File: config.mk
export PLATFORM = sky130hd
export DESIGN_NAME = flash_cmd_regs
export DESIGN_NICKNAME = d
export VERILOG_FILES = /design/src/rtl/flash_regs_pkg.sv /design/src/rtl/flash_rst_sync.sv /design/src/rtl/flash_cmd_decode.sv /design/src/rtl/flash_prog_timer.sv /design/src/rtl/flash_status_regs.sv /design/src/rtl/flash_cmd_regs.sv
export SDC_FILE = /design/constraint.sdc
export NUM_CORES = 1
export LEC_CHECK = 0
export BUFFER_PORTS_ARGS = -buffer_cell sky130_fd_sc_hd__buf_2
export CAP_MARGIN = 20
export CORE_ASPECT_RATIO = 0.75
export CORE_UTILIZATION = 55
export CTS_CLUSTER_SIZE = 24
export DETAILED_ROUTE_END_ITERATION = 6
export PLACE_DENSITY = 0.86
export SLEW_MARGIN = 15
export SYNTH_ARGS = -nofsm -noshare
export SYNTH_HDL_FRONTEND = slang
export SYNTH_SLANG_ARGS = --single-unit
File: constraint.sdc
create_clock -name clk -period 3.2 [get_ports clk]
set_clock_uncertainty 0.15 [all_clocks]
set_input_delay 0.16 -clock clk [delete_from_list [all_inputs] [get_ports clk]]
set_output_delay 0.16 -clock clk [all_outputs]
set_load 0.02 [all_outputs]
File: src/rtl/flash_regs_pkg.sv
package flash_regs_pkg;
  localparam int REG_W = 16;

  localparam logic [REG_W-1:0] ADDR_CMD  = 16'hF220;
  localparam logic [REG_W-1:0] ADDR_STAT = 16'hF240;
  localparam logic [REG_W-1:0] ADDR_INT  = 16'hF241;

  localparam logic [REG_W-1:0] CODE_PROG_A = 16'h0080;
  localparam logic [REG_W-1:0] CODE_PROG_B = 16'h001A;

  localparam int INT_ALL_BIT = 15;
  localparam int INT_WR_BIT  = 6;
  localparam int ST_BUSY_BIT = 15;
  localparam int ST_LOCK_BIT = 14;
  localparam int ST_ERR_BIT  = 10;

  typedef struct packed {
    logic start;      // program command accepted
    logic abort;      // reset command seen
    logic int_clear;  // zero written to interrupt word
  } cmd_evt_t;
endpackage

File: src/rtl/flash_rst_sync.sv
module flash_rst_sync #(
  parameter int STAGES = 2
) (
  input  logic clk,
  input  logic rst_n,
  output logic rst_sync_n
);
  logic [STAGES-1:0] chain_q;

  always_ff @(posedge clk or negedge rst_n) begin
    if (!rst_n) chain_q <= '0;
    else        chain_q <= {chain_q[STAGES-2:0], 1'b1};
  end

  assign rst_sync_n = chain_q[STAGES-1];
endmodule

File: src/rtl/flash_cmd_decode.sv
module flash_cmd_decode
  import flash_regs_pkg::*;
#(
  parameter logic [REG_W-1:0] RESET_CMD = 16'h00F0
) (
  input  logic             wr_en,
  input  logic [REG_W-1:0] addr,
  input  logic [REG_W-1:0] wdata,
  input  logic             busy,
  output cmd_evt_t         evt
);
  logic cmd_hit;
  logic prog_code;

  always_comb begin
    cmd_hit       = wr_en && (addr == ADDR_CMD);
    prog_code     = (wdata == CODE_PROG_A) || (wdata == CODE_PROG_B);
    evt.start     = cmd_hit && prog_code && !busy;
    evt.abort     = cmd_hit && (wdata == RESET_CMD);
    evt.int_clear = wr_en && (addr == ADDR_INT) && (wdata == '0);
  end
endmodule

File: src/rtl/flash_prog_timer.sv
module flash_prog_timer #(
  parameter int LATENCY = 8
) (
  input  logic clk,
  input  logic rst_n,
  input  logic start,
  input  logic abort,
  output logic busy,
  output logic done
);
  localparam int CNT_W = (LATENCY > 1) ? $clog2(LATENCY) : 1;
  localparam logic [CNT_W-1:0] CNT_LOAD = CNT_W'(LATENCY - 1);

  logic             busy_q, busy_d;
  logic [CNT_W-1:0] cnt_q, cnt_d;
  logic             tick_en;

  always_comb begin
    busy_d  = busy_q;
    cnt_d   = cnt_q;
    tick_en = abort || start || busy_q;
    if (abort) begin
      busy_d = 1'b0;
      cnt_d  = '0;
    end else if (start) begin
      busy_d = 1'b1;
      cnt_d  = CNT_LOAD;
    end else if (busy_q) begin
      if (cnt_q == '0) busy_d = 1'b0;
      else             cnt_d  = cnt_q - 1'b1;
    end
  end

  always_ff @(posedge clk or negedge rst_n) begin
    if (!rst_n) begin
      busy_q <= 1'b0;
      cnt_q  <= '0;
    end else if (tick_en) begin
      busy_q <= busy_d;
      cnt_q  <= cnt_d;
    end
  end

  assign busy = busy_q;
  assign done = busy_q && (cnt_q == '0) && !abort;
endmodule

File: src/rtl/flash_status_regs.sv
module flash_status_regs
  import flash_regs_pkg::*;
(
  input  logic             clk,
  input  logic             rst_n,
  input  cmd_evt_t         evt,
  input  logic             done,
  input  logic             busy,
  input  logic             lock_in,
  input  logic             err_inject,
  input  logic             auto_int_clr,
  input  logic [REG_W-1:0] wdata,
  output logic             int_all,
  output logic             int_wr,
  output logic             st_err,
  output logic             st_lock,
  output logic             corrupt,
  output logic [REG_W-1:0] last_cmd
);
  logic             int_q, int_d;
  logic             err_q, err_d, lock_q, lock_d;
  logic             cap_lock_q, cap_err_q;
  logic             corrupt_q, corrupt_d;
  logic [REG_W-1:0] cmd_q;
  logic             cmd_en;

  always_comb begin
    int_d = int_q;
    if (done)                           int_d = 1'b1;
    else if (evt.int_clear)             int_d = 1'b0;
    else if (evt.start && auto_int_clr) int_d = 1'b0;

    err_d  = err_q;
    lock_d = lock_q;
    if (evt.abort || evt.start) begin
      err_d  = 1'b0;
      lock_d = 1'b0;
    end else if (done) begin
      err_d  = cap_lock_q || cap_err_q;
      lock_d = cap_lock_q;
    end

    corrupt_d = corrupt_q;
    if (evt.abort && busy) corrupt_d = 1'b1;
    else if (evt.start)    corrupt_d = 1'b0;

    cmd_en = evt.start || evt.abort;
  end

  always_ff @(posedge clk or negedge rst_n) begin
    if (!rst_n) begin
      int_q     <= 1'b0;
      err_q     <= 1'b0;
      lock_q    <= 1'b0;
      corrupt_q <= 1'b0;
    end else begin
      int_q     <= int_d;
      err_q     <= err_d;
      lock_q    <= lock_d;
      corrupt_q <= corrupt_d;
    end
  end

  always_ff @(posedge clk or negedge rst_n) begin
    if (!rst_n) begin
      cap_lock_q <= 1'b0;
      cap_err_q  <= 1'b0;
    end else if (evt.start) begin
      cap_lock_q <= lock_in;
      cap_err_q  <= err_inject;
    end
  end

  always_ff @(posedge clk or negedge rst_n) begin
    if (!rst_n)      cmd_q <= '0;
    else if (cmd_en) cmd_q <= wdata;
  end

  assign int_all  = int_q;
  assign int_wr   = int_q;
  assign st_err   = err_q;
  assign st_lock  = lock_q;
  assign corrupt  = corrupt_q;
  assign last_cmd = cmd_q;
endmodule

File: src/rtl/flash_cmd_regs.sv
module flash_cmd_regs
  import flash_regs_pkg::*;
#(
  parameter int               LATENCY   = 8,
  parameter logic [REG_W-1:0] RESET_CMD = 16'h00F0
) (
  input  logic             clk,
  input  logic             rst_n,
  input  logic             sel,
  input  logic             we,
  input  logic [REG_W-1:0] addr,
  input  logic [REG_W-1:0] wdata,
  output logic [REG_W-1:0] rdata,
  input  logic             lock_in,
  input  logic             err_inject,
  input  logic             auto_int_clr,
  output logic             busy,
  output logic             corrupt
);
  logic             rst_sync_n;
  logic             wr_en, rd_en;
  cmd_evt_t         evt;
  logic             done;
  logic             int_all, int_wr, st_err, st_lock;
  logic [REG_W-1:0] last_cmd;
  logic [REG_W-1:0] rd_mux;
  logic [REG_W-1:0] rdata_q;

  assign wr_en = sel && we;
  assign rd_en = sel && !we;

  flash_rst_sync #(.STAGES(2)) u_rst (
    .clk        (clk),
    .rst_n      (rst_n),
    .rst_sync_n (rst_sync_n)
  );

  flash_cmd_decode #(.RESET_CMD(RESET_CMD)) u_dec (
    .wr_en (wr_en),
    .addr  (addr),
    .wdata (wdata),
    .busy  (busy),
    .evt   (evt)
  );

  flash_prog_timer #(.LATENCY(LATENCY)) u_tmr (
    .clk   (clk),
    .rst_n (rst_sync_n),
    .start (evt.start),
    .abort (evt.abort),
    .busy  (busy),
    .done  (done)
  );

  flash_status_regs u_st (
    .clk          (clk),
    .rst_n        (rst_sync_n),
    .evt          (evt),
    .done         (done),
    .busy         (busy),
    .lock_in      (lock_in),
    .err_inject   (err_inject),
    .auto_int_clr (auto_int_clr),
    .wdata        (wdata),
    .int_all      (int_all),
    .int_wr       (int_wr),
    .st_err       (st_err),
    .st_lock      (st_lock),
    .corrupt      (corrupt),
    .last_cmd     (last_cmd)
  );

  always_comb begin
    rd_mux = '0;
    unique case (addr)
      ADDR_CMD: rd_mux = last_cmd;
      ADDR_STAT: begin
        rd_mux[ST_BUSY_BIT] = busy;
        rd_mux[ST_LOCK_BIT] = st_lock;
        rd_mux[ST_ERR_BIT]  = st_err;
      end
      ADDR_INT: begin
        rd_mux[INT_ALL_BIT] = int_all;
        rd_mux[INT_WR_BIT]  = int_wr;
      end
      default: rd_mux = '0;
    endcase
  end

  always_ff @(posedge clk or negedge rst_sync_n) begin
    if (!rst_sync_n) rdata_q <= '0;
    else if (rd_en)  rdata_q <= rd_mux;
  end

  assign rdata = rdata_q;
endmodule

==> run metrics <==
DR DRC count 0; Max VDD drop 0.0003149 V; Initial Util 58.69%; met2 Resource Use GR 39.10%; CTS tree built; GR Util All Layers 22.96%; # IOs 57; Crit Path Class in2reg; Area contributors post-synth dfrtp_1, nand2_1, o21ai_0; Fin Setup TNS 0 ns; synth-to-layout area growth 24.65%; number of global-route vias before repair 1480; Buf/Inv on CP 2; synth warn 0; initial antenna violation count 0; Worst setup SP type input pin; Max Transition Viols Final 0; main flop type after synthesis dfrtp_1; most common cell in the synthesized netlist dfrtp_1; Non-Filler Instances 287; vias per inst 5.477; Commonest cells post-synth dfrtp_1, nand2_1, o21ai_0; Worst path max stage delay 0.62 ns; Via Count 1572; final-report hold violation count 0; post_cts resized 0; # setup viols final 0; sequential fraction of the synthesis area 55.91%; later-pin clock latency in the skew report 0.30 ns; Max Cap Viol 0; CP max FO 15; global-route wire length before repair 6.506 mm; core area 3356 um2; share of layout cells above drive strength 1 33.20%; Final nets 287; EDFF count, synth 0; Post-CTS Setup Inserts 0; total CTS buffers 5; CP delay by family, top compound AO/OA/AOI/OAI gates; Max Clock Freq 456.2 MHz; post-synth top area cell dfrtp_1; leak pwr 1.248 nW; Pwr Density 433.4 nW/um2; Worst EP arrival 2.23 ns; busiest grt layer met2; Routed Antenna Nets 0; async set-reset flop share out of synthesis 100.0%; Yosys cell types 43; largest net degree at the start of global routing 33; Root Buffer clkbuf_8; wire per inst 13.89 um; met1 GRT Util 29.68%; 1st-pass router iterations 6; RSZ-0062 raised after global routing no; Avg Inst Size Synth 10.82 um2; Placement Rows 18; Port Buffers 56; placed cell count 275; Routed WL 3.985 mm; GPL Wtd Cong 0.8446; largest buffer count on any clock path 2; Final Critical Period 2.192 ns; hold crit path type in2reg; worst slew pin tran 0.9136 ns; Die ar. 3826 um2; FF+latch count, synth 44; Syn Inst Count 182; Post-Place Worst Slack 1.042 ns; DP HPWL 3.065 mm; die height 53.82 um; Worst Slack Setup Final 1.008 ns; Post-Syn Area 1969 um2; aggregate global routing overflow 0; GR Util met3 5.805%; cell chain of the critical path dlygate4sd3_1, buf_2, nor4b_2, o211ai_2, a2111o_1, mux2_2; 1st-iter DRT viols 107; CP endpoint kind flip-flop; Antenna diodes 0; Mapped Nets 223; post-synth top area share 55.91%; Power, Total 1.064 mW; Sink Count 44; Crit-path slowest cell a2111o_1; critical path required time 3.24 ns; die width 71.10 um; period utilisation layout 68.50%; headroom to the max-slew limit 39.09%; final core utilization 73.15%; Clock transition at path regs 0.08 ns; status completed; H-tree levels 2
## per-layer routing
metal / wire length, um / vias to the layer above / share of wire, %
li1: - / 765 / -
met1: 1848 / 740 / 46
met2: 1894 / 59 / 48
met3: 187 / 8 / 4.7
met4: 55 / 0 / 1.4
met5: 0 / - / 0
## per-stage QoR
step                      area [um2]  hold slack [ns]
after floorplan                 1969          -0.2856
after global placement          2292          -0.2044
after detailed placement        2292          -0.2032
after CTS                       2454         0.004791
after global routing            2455          0.01720
final                           2455          0.01159
## area by class of cell
cell class / instances / area, um2
clock buffer: 6 / 82.58
clock inverter: 2 / 38.79
fill: 245 / 900.9
inverter: 7 / 26.28
multi-input combinational: 125 / 812.0
sequential: 44 / 1102
tap: 40 / 50.05
timing repair buffer: 63 / 342.8
## sequential cells by signal (all words and copies together) (netlist names)
signal / cells
u_st.cap_lock_q: 1
u_st.cap_err_q: 1
u_tmr.busy: 1
rdata: 16
u_st.last_cmd: 16
u_st.st_lock: 1
u_st.corrupt: 1
u_st.st_err: 1
u_tmr.cnt_q: 3
u_st.int_all: 1
u_rst.chain_q: 2
## path summary, 6_finish.rpt
| kind | startpoint | end | slack (ns) | depth (start not counted) |
|---|---|---|---|---|
| worst max-delay path | wdata[7] | u_st.last_cmd[4] | 1.01 | 6 |
| worst min-delay path | wdata[4] | u_st.last_cmd[4] | 0.01 | 2 |
| worst max register to register | u_tmr.busy | u_st.last_cmd[4] | 1.23 | 4 |
| worst min register to register | u_rst.chain_q[1] | u_st.last_cmd[9] | 0.12 | 0 |
| max in group asynchronous | u_rst.chain_q[1] | u_st.last_cmd[7] | 2.24 | 1 |
| min in group asynchronous | rst_n | u_rst.chain_q[1] | 0.02 | 2 |
## cell families (layout without fill, tap and decap cells)
logic type / count (synthesis) / in the layout / synth area share [%]
AO/OA/AOI/OAI: 33 / 33 / 10.93
AND/OR/NAND/NOR: 81 / 81 / 23.95
multiplexers: 8 / 8 / 4.892
other: 1 / 1 / 0.1904
adder cells (fa/ha/maj): 2 / 2 / 1.270
buffers and inverters: 13 / 78 / 2.859
flip-flops: 44 / 44 / 55.91
## report_power, final
part	internal, mW	switching [mW]	leakage, nW
sequential	0.557	0.00633	0.599
combinational	0.0283	0.0290	0.588
clock	0.255	0.189	0.0614
## worst register-to-register path: stages, from the launching register on
cell,delay (ns)
dfrtp_1,0.48
inv_1,0.16
o211ai_2,0.11
a2111o_1,0.62
mux2_2,0.34
## what timing repair did
action,in CTS,in global routing
hold buffers,4,0
endpoints found under the setup margin,0,0
hold endpoints to repair,5,0
## placed cells by master (no fill, tap or decap), drive strengths merged, types with 2 or more instances in the layout
master | netlist | layout
nor4 | 6 | 6
nand2b | 4 | 4
nor3 | 2 | 2
mux2 | 7 | 7
ha | 2 | 2
inv | 7 | 7
dlygate4sd3 | 0 | 4
o21ai | 18 | 18
nor2 | 7 | 7
o21a | 2 | 2
a32oi | 3 | 3
buf | 1 | 59
dfrtp | 44 | 44
nand2 | 35 | 35
nor4b | 3 | 3
nand3 | 3 | 3
and2 | 11 | 11
clkbuf | 5 | 6
No activity file was read; power rests on OpenSTA's default activity.
